## src/rtl/dmairq_pkg.sv

```systemverilog
package dmairq_pkg;
  localparam int NUM_CLS = 5;
  localparam int ADDR_W  = 5;
  localparam int REG_W   = 16;
  localparam int HALF_W  = REG_W / 2;
  localparam int MAX_CH  = HALF_W;
  localparam int CLS_W   = 3;

  localparam logic [ADDR_W-1:0] A_CLS_END = ADDR_W'(NUM_CLS * 4);
  localparam logic [ADDR_W-1:0] A_SUMMARY = ADDR_W'(NUM_CLS * 4);
  localparam logic [ADDR_W-1:0] A_CFG     = ADDR_W'(NUM_CLS * 4 + 1);
  localparam logic [ADDR_W-1:0] A_CHEN    = ADDR_W'(NUM_CLS * 4 + 2);

  typedef enum logic [1:0] {
    SUB_RAW  = 2'd0,
    SUB_STAT = 2'd1,
    SUB_MASK = 2'd2,
    SUB_ACK  = 2'd3
  } sub_e;
endpackage

```

## src/rtl/dmairq_rst_sync.sv

```systemverilog
module dmairq_rst_sync (
  input  logic clk,
  input  logic rst_n,
  output logic rst_core_n
);
  logic [1:0] sync_q;

  always_ff @(posedge clk or negedge rst_n) begin
    if (!rst_n) begin
      sync_q <= 2'b00;
    end else begin
      sync_q <= {sync_q[0], 1'b1};
    end
  end

  assign rst_core_n = sync_q[1];
endmodule

```

## src/rtl/dmairq_class_bank.sv

```systemverilog
module dmairq_class_bank
  import dmairq_pkg::*;
#(
  parameter int NUM_CH = 8
) (
  input  logic              clk,
  input  logic              rst_n,
  input  logic [NUM_CH-1:0] evt,
  input  logic              ack_we,
  input  logic              mask_we,
  input  logic [REG_W-1:0]  wdata,
  output logic [NUM_CH-1:0] raw,
  output logic [NUM_CH-1:0] mask,
  output logic [NUM_CH-1:0] status
);
  logic [NUM_CH-1:0] raw_q, raw_d;
  logic [NUM_CH-1:0] mask_q, mask_d;
  logic              raw_en, mask_en;

  // acknowledge first, event last: a colliding event keeps the bit set
  always_comb begin
    raw_d  = raw_q;
    mask_d = mask_q;
    for (int i = 0; i < NUM_CH; i++) begin
      if (ack_we && wdata[i]) raw_d[i] = 1'b0;
      if (evt[i])             raw_d[i] = 1'b1;
      if (mask_we && wdata[HALF_W+i]) mask_d[i] = wdata[i];
    end
  end

  assign raw_en  = ack_we | (|evt);
  assign mask_en = mask_we;

  always_ff @(posedge clk or negedge rst_n) begin
    if (!rst_n) begin
      raw_q <= '0;
    end else if (raw_en) begin
      raw_q <= raw_d;
    end
  end

  always_ff @(posedge clk or negedge rst_n) begin
    if (!rst_n) begin
      mask_q <= '0;
    end else if (mask_en) begin
      mask_q <= mask_d;
    end
  end

  assign raw    = raw_q;
  assign mask   = mask_q;
  assign status = raw_q & mask_q;
endmodule

```

## src/rtl/dmairq_chen.sv

```systemverilog
module dmairq_chen
  import dmairq_pkg::*;
#(
  parameter int NUM_CH = 8
) (
  input  logic              clk,
  input  logic              rst_n,
  input  logic              we,
  input  logic [REG_W-1:0]  wdata,
  output logic [NUM_CH-1:0] en
);
  logic [NUM_CH-1:0] en_q, en_d;

  always_comb begin
    en_d = en_q;
    for (int i = 0; i < NUM_CH; i++) begin
      if (wdata[HALF_W+i]) en_d[i] = wdata[i];
    end
  end

  always_ff @(posedge clk or negedge rst_n) begin
    if (!rst_n) begin
      en_q <= '0;
    end else if (we) begin
      en_q <= en_d;
    end
  end

  assign en = en_q;
endmodule

```

## src/rtl/dmairq_top.sv

```systemverilog
module dmairq_top
  import dmairq_pkg::*;
#(
  parameter int NUM_CH = 8
) (
  input  logic              clk,
  input  logic              rst_n,
  input  logic              reg_wr,
  input  logic [4:0]        reg_addr,
  input  logic [15:0]       reg_wdata,
  output logic [15:0]       reg_rdata,
  input  logic [NUM_CH-1:0] evt_xfer,
  input  logic [NUM_CH-1:0] evt_blk,
  input  logic [NUM_CH-1:0] evt_srct,
  input  logic [NUM_CH-1:0] evt_dstt,
  input  logic [NUM_CH-1:0] evt_err,
  output logic [NUM_CH-1:0] ch_en,
  output logic [4:0]        class_pending,
  output logic              irq
);
  logic                               rst_core_n;
  logic [NUM_CLS-1:0][NUM_CH-1:0]     evt_v, raw_v, mask_v, status_v;
  logic                               in_cls;
  logic [CLS_W-1:0]                   cls_idx;
  sub_e                               sub;
  logic                               gen_en_q, gen_en_d, cfg_we;
  logic                               irq_q, irq_d;

  dmairq_rst_sync u_rst (
    .clk        (clk),
    .rst_n      (rst_n),
    .rst_core_n (rst_core_n)
  );

  assign evt_v[0] = evt_xfer;
  assign evt_v[1] = evt_blk;
  assign evt_v[2] = evt_srct;
  assign evt_v[3] = evt_dstt;
  assign evt_v[4] = evt_err;

  assign in_cls  = (reg_addr < A_CLS_END);
  assign cls_idx = reg_addr[4:2];
  assign sub     = sub_e'(reg_addr[1:0]);

  for (genvar k = 0; k < NUM_CLS; k++) begin : g_cls
    logic hit;
    assign hit = reg_wr && in_cls && (cls_idx == CLS_W'(k));

    dmairq_class_bank #(.NUM_CH(NUM_CH)) u_bank (
      .clk     (clk),
      .rst_n   (rst_core_n),
      .evt     (evt_v[k]),
      .ack_we  (hit && (sub == SUB_ACK)),
      .mask_we (hit && (sub == SUB_MASK)),
      .wdata   (reg_wdata),
      .raw     (raw_v[k]),
      .mask    (mask_v[k]),
      .status  (status_v[k])
    );

    assign class_pending[k] = |status_v[k];
  end

  dmairq_chen #(.NUM_CH(NUM_CH)) u_chen (
    .clk   (clk),
    .rst_n (rst_core_n),
    .we    (reg_wr && (reg_addr == A_CHEN)),
    .wdata (reg_wdata),
    .en    (ch_en)
  );

  // global enable
  assign cfg_we   = reg_wr && (reg_addr == A_CFG);
  assign gen_en_d = reg_wdata[0];

  always_ff @(posedge clk or negedge rst_core_n) begin
    if (!rst_core_n) begin
      gen_en_q <= 1'b0;
    end else if (cfg_we) begin
      gen_en_q <= gen_en_d;
    end
  end

  // registered interrupt line
  assign irq_d = gen_en_q && (|class_pending);

  always_ff @(posedge clk or negedge rst_core_n) begin
    if (!rst_core_n) begin
      irq_q <= 1'b0;
    end else begin
      irq_q <= irq_d;
    end
  end

  assign irq = irq_q;

  // read mux
  always_comb begin
    reg_rdata = '0;
    if (in_cls) begin
      unique case (sub)
        SUB_RAW:  reg_rdata[NUM_CH-1:0] = raw_v[cls_idx];
        SUB_STAT: reg_rdata[NUM_CH-1:0] = status_v[cls_idx];
        SUB_MASK: reg_rdata[NUM_CH-1:0] = mask_v[cls_idx];
        default:  reg_rdata = '0;
      endcase
    end else if (reg_addr == A_SUMMARY) begin
      reg_rdata[NUM_CLS-1:0] = class_pending;
    end else if (reg_addr == A_CFG) begin
      reg_rdata[0] = gen_en_q;
    end else if (reg_addr == A_CHEN) begin
      reg_rdata[NUM_CH-1:0] = ch_en;
    end
  end
endmodule

```

## config.mk

```make
export PLATFORM = sky130hd
export DESIGN_NAME = dmairq_top
export DESIGN_NICKNAME = d
export VERILOG_FILES = /design/src/rtl/dmairq_pkg.sv /design/src/rtl/dmairq_rst_sync.sv /design/src/rtl/dmairq_class_bank.sv /design/src/rtl/dmairq_chen.sv /design/src/rtl/dmairq_top.sv
export SDC_FILE = /design/constraint.sdc
export NUM_CORES = 1
export LEC_CHECK = 0
export BUFFER_PORTS_ARGS = -buffer_cell sky130_fd_sc_hd__buf_2
export CAP_MARGIN = 20
export CORE_UTILIZATION = 50
export DETAILED_ROUTE_END_ITERATION = 16
export GPL_TIMING_DRIVEN = 0
export PLACE_DENSITY = 0.73
export SKIP_CTS_REPAIR_TIMING = 1
export SKIP_LAST_GASP = 1
export SYNTH_ARGS = -nofsm -noshare
export SYNTH_HDL_FRONTEND = slang
export SYNTH_SLANG_ARGS = --single-unit
```

## constraint.sdc

```tcl
create_clock -name clk -period 4.88 [get_ports clk]
set_input_delay 0.488 -clock clk [delete_from_list [all_inputs] [get_ports clk]]
set_output_delay 0.488 -clock clk [all_outputs]
set_load 0.05 [all_outputs]
```

# Yosys cells after proc, flatten, opt, wreduce, memory -nomap -nowiden
# Index checks and enable logic that the tools add are counted.
[totals]
regBits = 92
in_bits = 64
output_inout_bits = 30
word_cells = 446
[classes]
n_lt_le_gt_ge = 2
n_eq_ne = 10
muxes = 93
n_bitwise = 10
reduce_logical = 240
[ops]
columns = ["cell", "count"]
rows = [
  ["2-bit AND reduction", 88],
  ["1-bit logical AND", 99],
  ["1-bit two-way mux", 81],
  ["2-bit nonzero test", 40],
  ["8-bit OR reduction", 10],
  ["8-bit binary-select mux with 3-bit select", 3],
  ["8-bit AND", 5],
  ["8-bit two-way mux", 5],
  ["40-bit OR reduction", 1],
  ["8-bit one-hot mux with 3 select lines", 1],
  ["5-bit equality test (second input constant)", 3],
  ["7-bit two-way mux", 1],
  ["3-bit by 2-bit equality test with 1-bit output (second input constant)", 2],
  ["5-bit < comparator (second input constant)", 1],
  ["5-bit two-way mux", 1],
  ["1-bit bitwise OR", 5],
  ["2-bit equality test (second input constant)", 2],
  ["3-bit by 4-bit < comparator with 1-bit output (second input constant)", 1],
  ["3-bit by 1-bit equality test with 1-bit output (second input constant)", 1],
  ["3-bit equality test (second input constant)", 1],
  ["3-bit zero test", 1],
  ["3-bit two-way mux", 1],
  ["2-bit by 1-bit equality test with 1-bit output (second input constant)", 1],
  ["2-bit zero test", 1],
]

# Longest topological paths before layout
# Gate-level depths: netlist of the first run.
[depth]
word_depth = 7
mapped_depth = 8
depth_no_buf = 5

# Hierarchy
# From an unflattened synthesis of the first run, not the netlist that was laid out.
[unflattened]
cells_unflattened = 525
area_unflattened_um2 = 5546.6
[by_module_without_submodules]
columns = ["module", "n_inst", "cells_each", "area_each_um2", "seq_area_each_um2"]
rows = [
  ["dmairq_class_bank", 5, 58, 706.9, 400.4],
  ["dmairq_top", 1, 207, 1596.5, 50.0],
  ["dmairq_chen", 1, 25, 361.6, 200.2],
  ["dmairq_rst_sync", 1, 3, 53.8, 50.0],
]

# Worst setup path after synthesis of the first run
# Ideal clock, no wire load.
[synth_timing]
path_kind = "input to output"
startpoint = "in reg_addr[3]"
endpoint = "out reg_rdata[1]"
arrival_ns = 3.109
t_required_ns = 4.392
setup_slack_ns = 1.283
cell_stages = 5
n_path_buf = 1
path_cell_list = "buf_2 > clkinv_1 > nor2_1 > a221oi_1 > o311ai_0"
[synth_via]
elab_chain_len = 5
elab_cells_between_ends = 15
cone_classes = "1 x order compare; 3 x eq/ne; 11 x mux"
[synth_rtl]
columns = ["element", "line", "rtl"]
rows = [
  ["start: declaration", "dmairq_top.sv:9", "input logic [4:0] reg_addr,"],
  ["parallel branches: the longest is 4 deep, another holds 8-bit binary-select mux with 3-bit select", "n/a", ""],
  ["8-bit two-way mux (*)", "dmairq_top.sv:100", "if (in_cls) begin"],
  ["end: declaration", "dmairq_top.sv:11", "output logic [15:0] reg_rdata,"],
]
# Mark *: on every way between the ends. The select of a mux whose other input is x is not followed.

# Final worst setup path of the first run
[layout_timing]
startpoint = "in reg_addr[3]"
endpoint = "out reg_rdata[4]"
# Same word-level chain as after synthesis.

==> impl_metrics.toml, run 1 <==
[run_status]
status = "completed"

[setup_path]
crit_slowest_cell = "nor2_1"
path_cells = "buf_2, clkinv_1, nor2_1, a221oi_1, o311ai_0, buf_2"
crit_type = "in2out"
r2r_cells = 5
startpoint_type = "primary input"
worstSetupEndpointType = "output pin"
path_buf_inv = 3
path_delay_family = "buffers and inverters"
r2r_start = "g_cls[2].u_bank.mask[0]"
required_ps = 4390
rr_endpoint = "irq"
path_common_cell = "buf_2"
crit_fanout = 9
critPathMaxStageDelay_ps = 610
ff2ff_setup_slack_ps = 2800
cp.arrival_ps = 2750

[clock_network]
cts_sinks = 92
cts_buffer_depth = 2
htreeDepth = 3
numCtsBuffers = 9
cts_tree = "yes"
clockRootBuffer = "clkbuf_8"
clk_pin_slew_worst_paths_ps = 100
clk_latency_ps = 400

[grt]
grt_pass1_wl_um = 26480
grtUsageTotal_pct = 33.32
grt_max_degree = 74
antenna_found_initial = 0
grt_overflow = 0
grt_pass1_vias = 4584

[sta]
post-route-min-period_ps = 3236
grt_setup_unrepaired = "false"
final_max_slew_viol_count = 0
worstMarginPinSlew_ps = 1265
finClkSkew_ps = 11.27
slew_headroom_pct = 15.38
fin_setup_tns_ps = 0
max_freq_mhz = 309.0
setup_viol = 0
hold_viol_final = 0
holdWs_ps = 203.7
period_share_pct = 66.32

[yosys]
synth_warnings = 0
ys_seq_elements = 92
synth_edf_count = 0
async_flop_share_pct = 100.0
syn-cell-area_mm2 = 0.005215
yosysSeqAreaShare_pct = 44.15
syn_area_per_cell_um2 = 9.971
ys_types = 50
ys.flop_type = "dfrtp_1"
synth_cells = 523

[finish]
final_area_mm2 = 0.006076
layout_commonest_cell = "nand2_1"
final_cells = 764
drive_gt1_share_pct = 31.06
syn2layout_area_growth_pct = 16.51
layout_common_cells = "nand2_1 (116), buf_2 (93), dfrtp_1 (91), mux2_2 (53), a21o_1 (40)"
diodes = 0
nets = 690

[route]
m1WireLength_um = 7324
dr_wl_met2_um = 7742
drc_errors = 0
viasPerCell = 6.157
num_vias = 4704
antenna_left = 0
drt-initial-drc-count = 376
wl_um = 17020
avgRoutedWirePerCell_um = 22.28
drt_pass1_iterations = 5
top_layer_used = "met4"
wl_met3_um = 1308

[power_and_ir_drop]
vdd_drop_max_mv = 0.2714
leakagePower_nw = 2.506
power_mw = 1.916
pwr_density_cell_mw_per_mm2 = 315.3

[place]
gp_congestion = 0.9749
post_dp_cell_area_mm2 = 0.005854
place_inst = 747
io_buffer_count = 83
dp_hpwl_um = 12140

[die]
start_util_pct = 52.39
rows = 36
io_pins = 94
core_mm2 = 0.009955
die_w_um = 104.1
die_h_um = 104.1
die_area_mm2 = 0.01084

[hold_path]
hold_path_class = "reg2async"

[flow_run]
drv_cap = 0
metrics by stage:
stage | worst slack, ps | utilization, %
floorplan | 1283 | -
global placement | 1215 | 58.50
detailed placement | 1716 | 58.81
CTS | 1710 | 60.94
global route | 1573 | 61.04
finish | 1644 | 61.04
where the power goes:
| part | total (mW) | internal (mW) | switching [mW] | leakage (nW) |
|---|---|---|---|---|
| clock | 0.557 | 0.250 | 0.307 | 0.109 |
| combinational | 0.473 | 0.165 | 0.308 | 1.36 |
| sequential | 0.885 | 0.821 | 0.0640 | 1.04 |
| total | 1.92 | 1.24 | 0.679 | 2.51 |
cell type report:
type,instances,area [um^2]
flip-flops and latches,92,2306
inverters,4,15.01
fillers,893,3879
clock buffers,9,123.9
well taps,133,166.4
multi-input cells,400,2731
clock inverters,7,87.58
plain buffers,34,192.7
repair buffers,85,452.9
cell usage after synthesis (2+ instances only):
master      n  area (um^2)
nand2_1   116        435.4
dfrtp_1    92         2302
mux2_2     53        596.8
a21o_1     40        300.3
mux2i_1    20        200.2
nand3_1    20        100.1
nor2_1     15        56.30
o21ai_0    15        75.07
o211ai_1   14        105.1
clkbuf_1   12        45.04
a221oi_1   11        96.34
buf_2      10        50.05
buf_4      10        75.07
a31oi_1     7        43.79
a21oi_1     6        30.03
nand2b_1    6        37.54
nand4_1     6        37.54
nor2_2      6        37.54
o311ai_0    6        52.55
a211oi_1    4        30.03
a22oi_1     4        30.03
and3_1      4        25.02
mux4_2      4        90.09
o221a_2     4        45.04
a22o_1      3        26.28
a221oi_2    2        30.03
buf_6       2        22.52
clkinv_1    2        7.510
conb_1      2        7.510
inv_1       2        7.510
mux2_1      2        22.52
nand3b_1    2        15.01
nand4b_1    2        17.52
nor2b_1     2        12.51
nor3_1      2        10.01
cell families (layout without fill, tap and decap cells):
| logic type | after synthesis | in the layout | synth area share (%) |
|---|---|---|---|
| AO/OA/AOI/OAI | 121 | 121 | 17.35 |
| buffers and inverters | 38 | 139 | 3.983 |
| flip-flops | 92 | 92 | 44.15 |
| multiplexers | 79 | 79 | 17.44 |
| other | 2 | 9 | 0.1440 |
| AND/OR/NAND/NOR | 191 | 191 | 16.94 |
how the worst max path moves through the flow:
stage | startpoint | end | slack (ps) | depth (start not counted)
after floorplan | reg_addr[3] | reg_rdata[1] | 1280 | 5
after global placement | u_rst.sync_q[1] | u_chen.en[4] | 1220 | 0
after detailed placement | reg_addr[3] | reg_rdata[4] | 1720 | 6
after CTS | reg_addr[3] | reg_rdata[4] | 1710 | 6
after global routing | reg_addr[3] | reg_rdata[3] | 1570 | 6
final | reg_addr[3] | reg_rdata[4] | 1640 | 6
layer usage:
layer  up-vias  track usage, %
met5         -               0
met4         0           15.92
met3        46           9.148
met2       211           51.29
met1      2341           43.56
li1       2106               -
sequential cells by signal, indices dropped and copies added (netlist names):
| register | flops |
|---|---|
| g_cls.u_bank.mask | 40 |
| gen_en_q | 1 |
| g_cls.u_bank.raw | 40 |
| u_rst.sync_q | 2 |
| u_chen.en | 8 |
| irq | 1 |
(Power assumes the default switching activity.)
==> run 2, diff against run 1 <==
--- a/config.mk
+++ b/config.mk
@@ -10,7 +10,7 @@
 export CORE_UTILIZATION = 50
 export DETAILED_ROUTE_END_ITERATION = 16
 export GPL_TIMING_DRIVEN = 0
-export PLACE_DENSITY = 0.73
+export PLACE_DENSITY = 0.76
 export SKIP_CTS_REPAIR_TIMING = 1
 export SKIP_LAST_GASP = 1
 export SYNTH_ARGS = -nofsm -noshare
==> constraint.sdc (replaced) <==
create_clock -name clk -period 2.8 [get_ports clk]
set_input_delay 0.28 -clock clk [delete_from_list [all_inputs] [get_ports clk]]
set_output_delay 0.28 -clock clk [all_outputs]
set_load 0.05 [all_outputs]
==> run 2 against run 1 <==
  * Die area is the same
  * Clock skew increased by 3.9 ps
  * Count of clock-buffer cells in the layout is 3 higher
  * Core utilization grew 0.35 points
  * Critical path type is now reg2out
  * Critical endpoint is now reg_rdata[2]
  * Register-to-register slack got worse by 2200 ps
  * Power rose by 77%
  * Non-clock buffer count is 2 higher
  * Cell count rose by 0.26%
  * Sequential share of layout area shrank 0.22 points
  * Hold slack got worse by 150 ps
  * Global-route usage increased by 0.71 points
==> impl_metrics.toml, run 2 (synthesized netlist as in run 1, its figures left out) <==
[setup_path]
worstSetupEndpointType = "output pin"
crit_type = "reg2out"
cp.arrival_ps = 2420
r2r_cells = 5
r2r_start = "g_cls[2].u_bank.mask[0]"
required_ps = 2520
ff2ff_setup_slack_ps = 630
crit_fanout = 4
rr_endpoint = "irq"
startpoint_type = "flop"

[power_and_ir_drop]
pwr_density_cell_mw_per_mm2 = 555.6
power_mw = 3.395
leakagePower_nw = 2.524
vdd_drop_max_mv = 0.5673

[route]
avgRoutedWirePerCell_um = 22.98
wl_um = 17600
drt_pass1_iterations = 8
num_vias = 4782
viasPerCell = 6.243
drt-initial-drc-count = 377
drc_errors = 0
antenna_left = 0

[clock_network]
htreeDepth = 3
clk_latency_ps = 390
clk_pin_slew_worst_paths_ps = 100
cts_buffer_depth = 2
clockRootBuffer = "clkbuf_8"
numCtsBuffers = 9
cts_sinks = 92
cts_tree = "yes"

[sta]
postLayoutSetupSlackWorst_ps = 103.8
max_freq_mhz = 370.9
holdWs_ps = 57.88
final_max_slew_viol_count = 0
grt_setup_unrepaired = "false"
slew_headroom_pct = 23.28
worstMarginPinSlew_ps = 1145
setup_viol = 0
hold_viol_final = 0
finClkSkew_ps = 15.16
period_share_pct = 96.29
post-route-min-period_ps = 2696

[place]
io_buffer_count = 83
dp_hpwl_um = 12460
gp_congestion = 0.9554
place_inst = 747
place_ws_ps = 156.6

[grt]
grt_max_degree = 54
grt_pass1_vias = 4693
grtUsageTotal_pct = 34.02
grt_overflow = 0
grt_pass1_wl_um = 27150
antenna_found_initial = 0

[die]
die_w_um = 104.1
start_util_pct = 52.39
core_mm2 = 0.009955
io_pins = 94
die_area_mm2 = 0.01084
die_h_um = 104.1
rows = 36

[finish]
drive_gt1_share_pct = 31.28
final.fill_count = 858
seqCellArea_mm2 = 0.002306
final_cells = 766
diodes = 0
layout_commonest_cell = "nand2_1"
syn2layout_area_growth_pct = 17.18
nets = 692
multi_input_area_mm2 = 0.002740
layout_common_cells = "nand2_1 (116), buf_2 (93), dfrtp_1 (91), mux2_2 (53), a21o_1 (40)"

[flow_run]
drv_cap = 0

[run_status]
status = "completed"

[hold_path]
hold-path-cell-count = 2
holdPathEnd = "g_cls[4].u_bank.raw[2]"
hold_path_class = "in2reg"
min-delay-start = "evt_err[2]"
-- run 2: changes by cell type in the layout (fill, tap and decap cells not counted), sizes merged --
cell	change
inv	-5
clkinv	+1
bufinv	+1
clkbuf	+3
buf	+2
-- run 2: layout make-up --
type                       instances  area share (%)
multi-input combinational        400           44.84
sequential                        92           37.74
timing repair buffer              87           7.719
buffer                            34           3.153
tap                              133           2.723
clock buffer                      12           2.375
clock inverter                     4           1.208
inverter                           4          0.2457
-- run 2: stage by stage --
step                      utilization (%)  area, um^2  TNS [ps]
after floorplan                         -        5241         0
after global placement              58.50        5823    -77910
after detailed placement            58.81        5854         0
after CTS                           61.01        6073         0
after global routing                61.39        6111         0
final                               61.39        6111         0
-- run 2: how the worst max path moves through the flow --
stage | end | startpoint | depth (start not counted) | slack, ps
finish | reg_rdata[2] | g_cls[2].u_bank.mask[0] | 6 | 100
global route | reg_rdata[4] | g_cls[4].u_bank.raw[4] | 6 | 9
CTS | reg_rdata[4] | g_cls[4].u_bank.raw[4] | 6 | 50
detailed placement | reg_rdata[3] | reg_addr[3] | 6 | 160
global placement | g_cls[0].u_bank.raw[4] | u_rst.sync_q[1] | 0 | -870
floorplan | g_cls[0].u_bank.mask[0] | u_rst.sync_q[1] | 0 | 50
-- run 2: report_power, final --
part / total [mW] / switching [mW] / internal, mW
sequential: 1.55 / 0.119 / 1.43
clock: 1.01 / 0.481 / 0.528
combinational: 0.836 / 0.540 / 0.296
-- run 2: routing by layer --
layer / GRT usage [%] / vias up / routed length, um
met5: 0 / - / 0
met3: 7.206 / 63 / 1437
li1: - / 2109 / -
met2: 53.05 / 285 / 8044
met1: 44.98 / 2325 / 7300
met4: 16.94 / 0 / 821
-- run 2: critical path: stages (launching register included) --
cell      delay (ps)
dfrtp_1          470
a22o_1           330
a221oi_2         260
nand4_1          240
a221oi_1         320
o311ai_1         170
buf_2            250
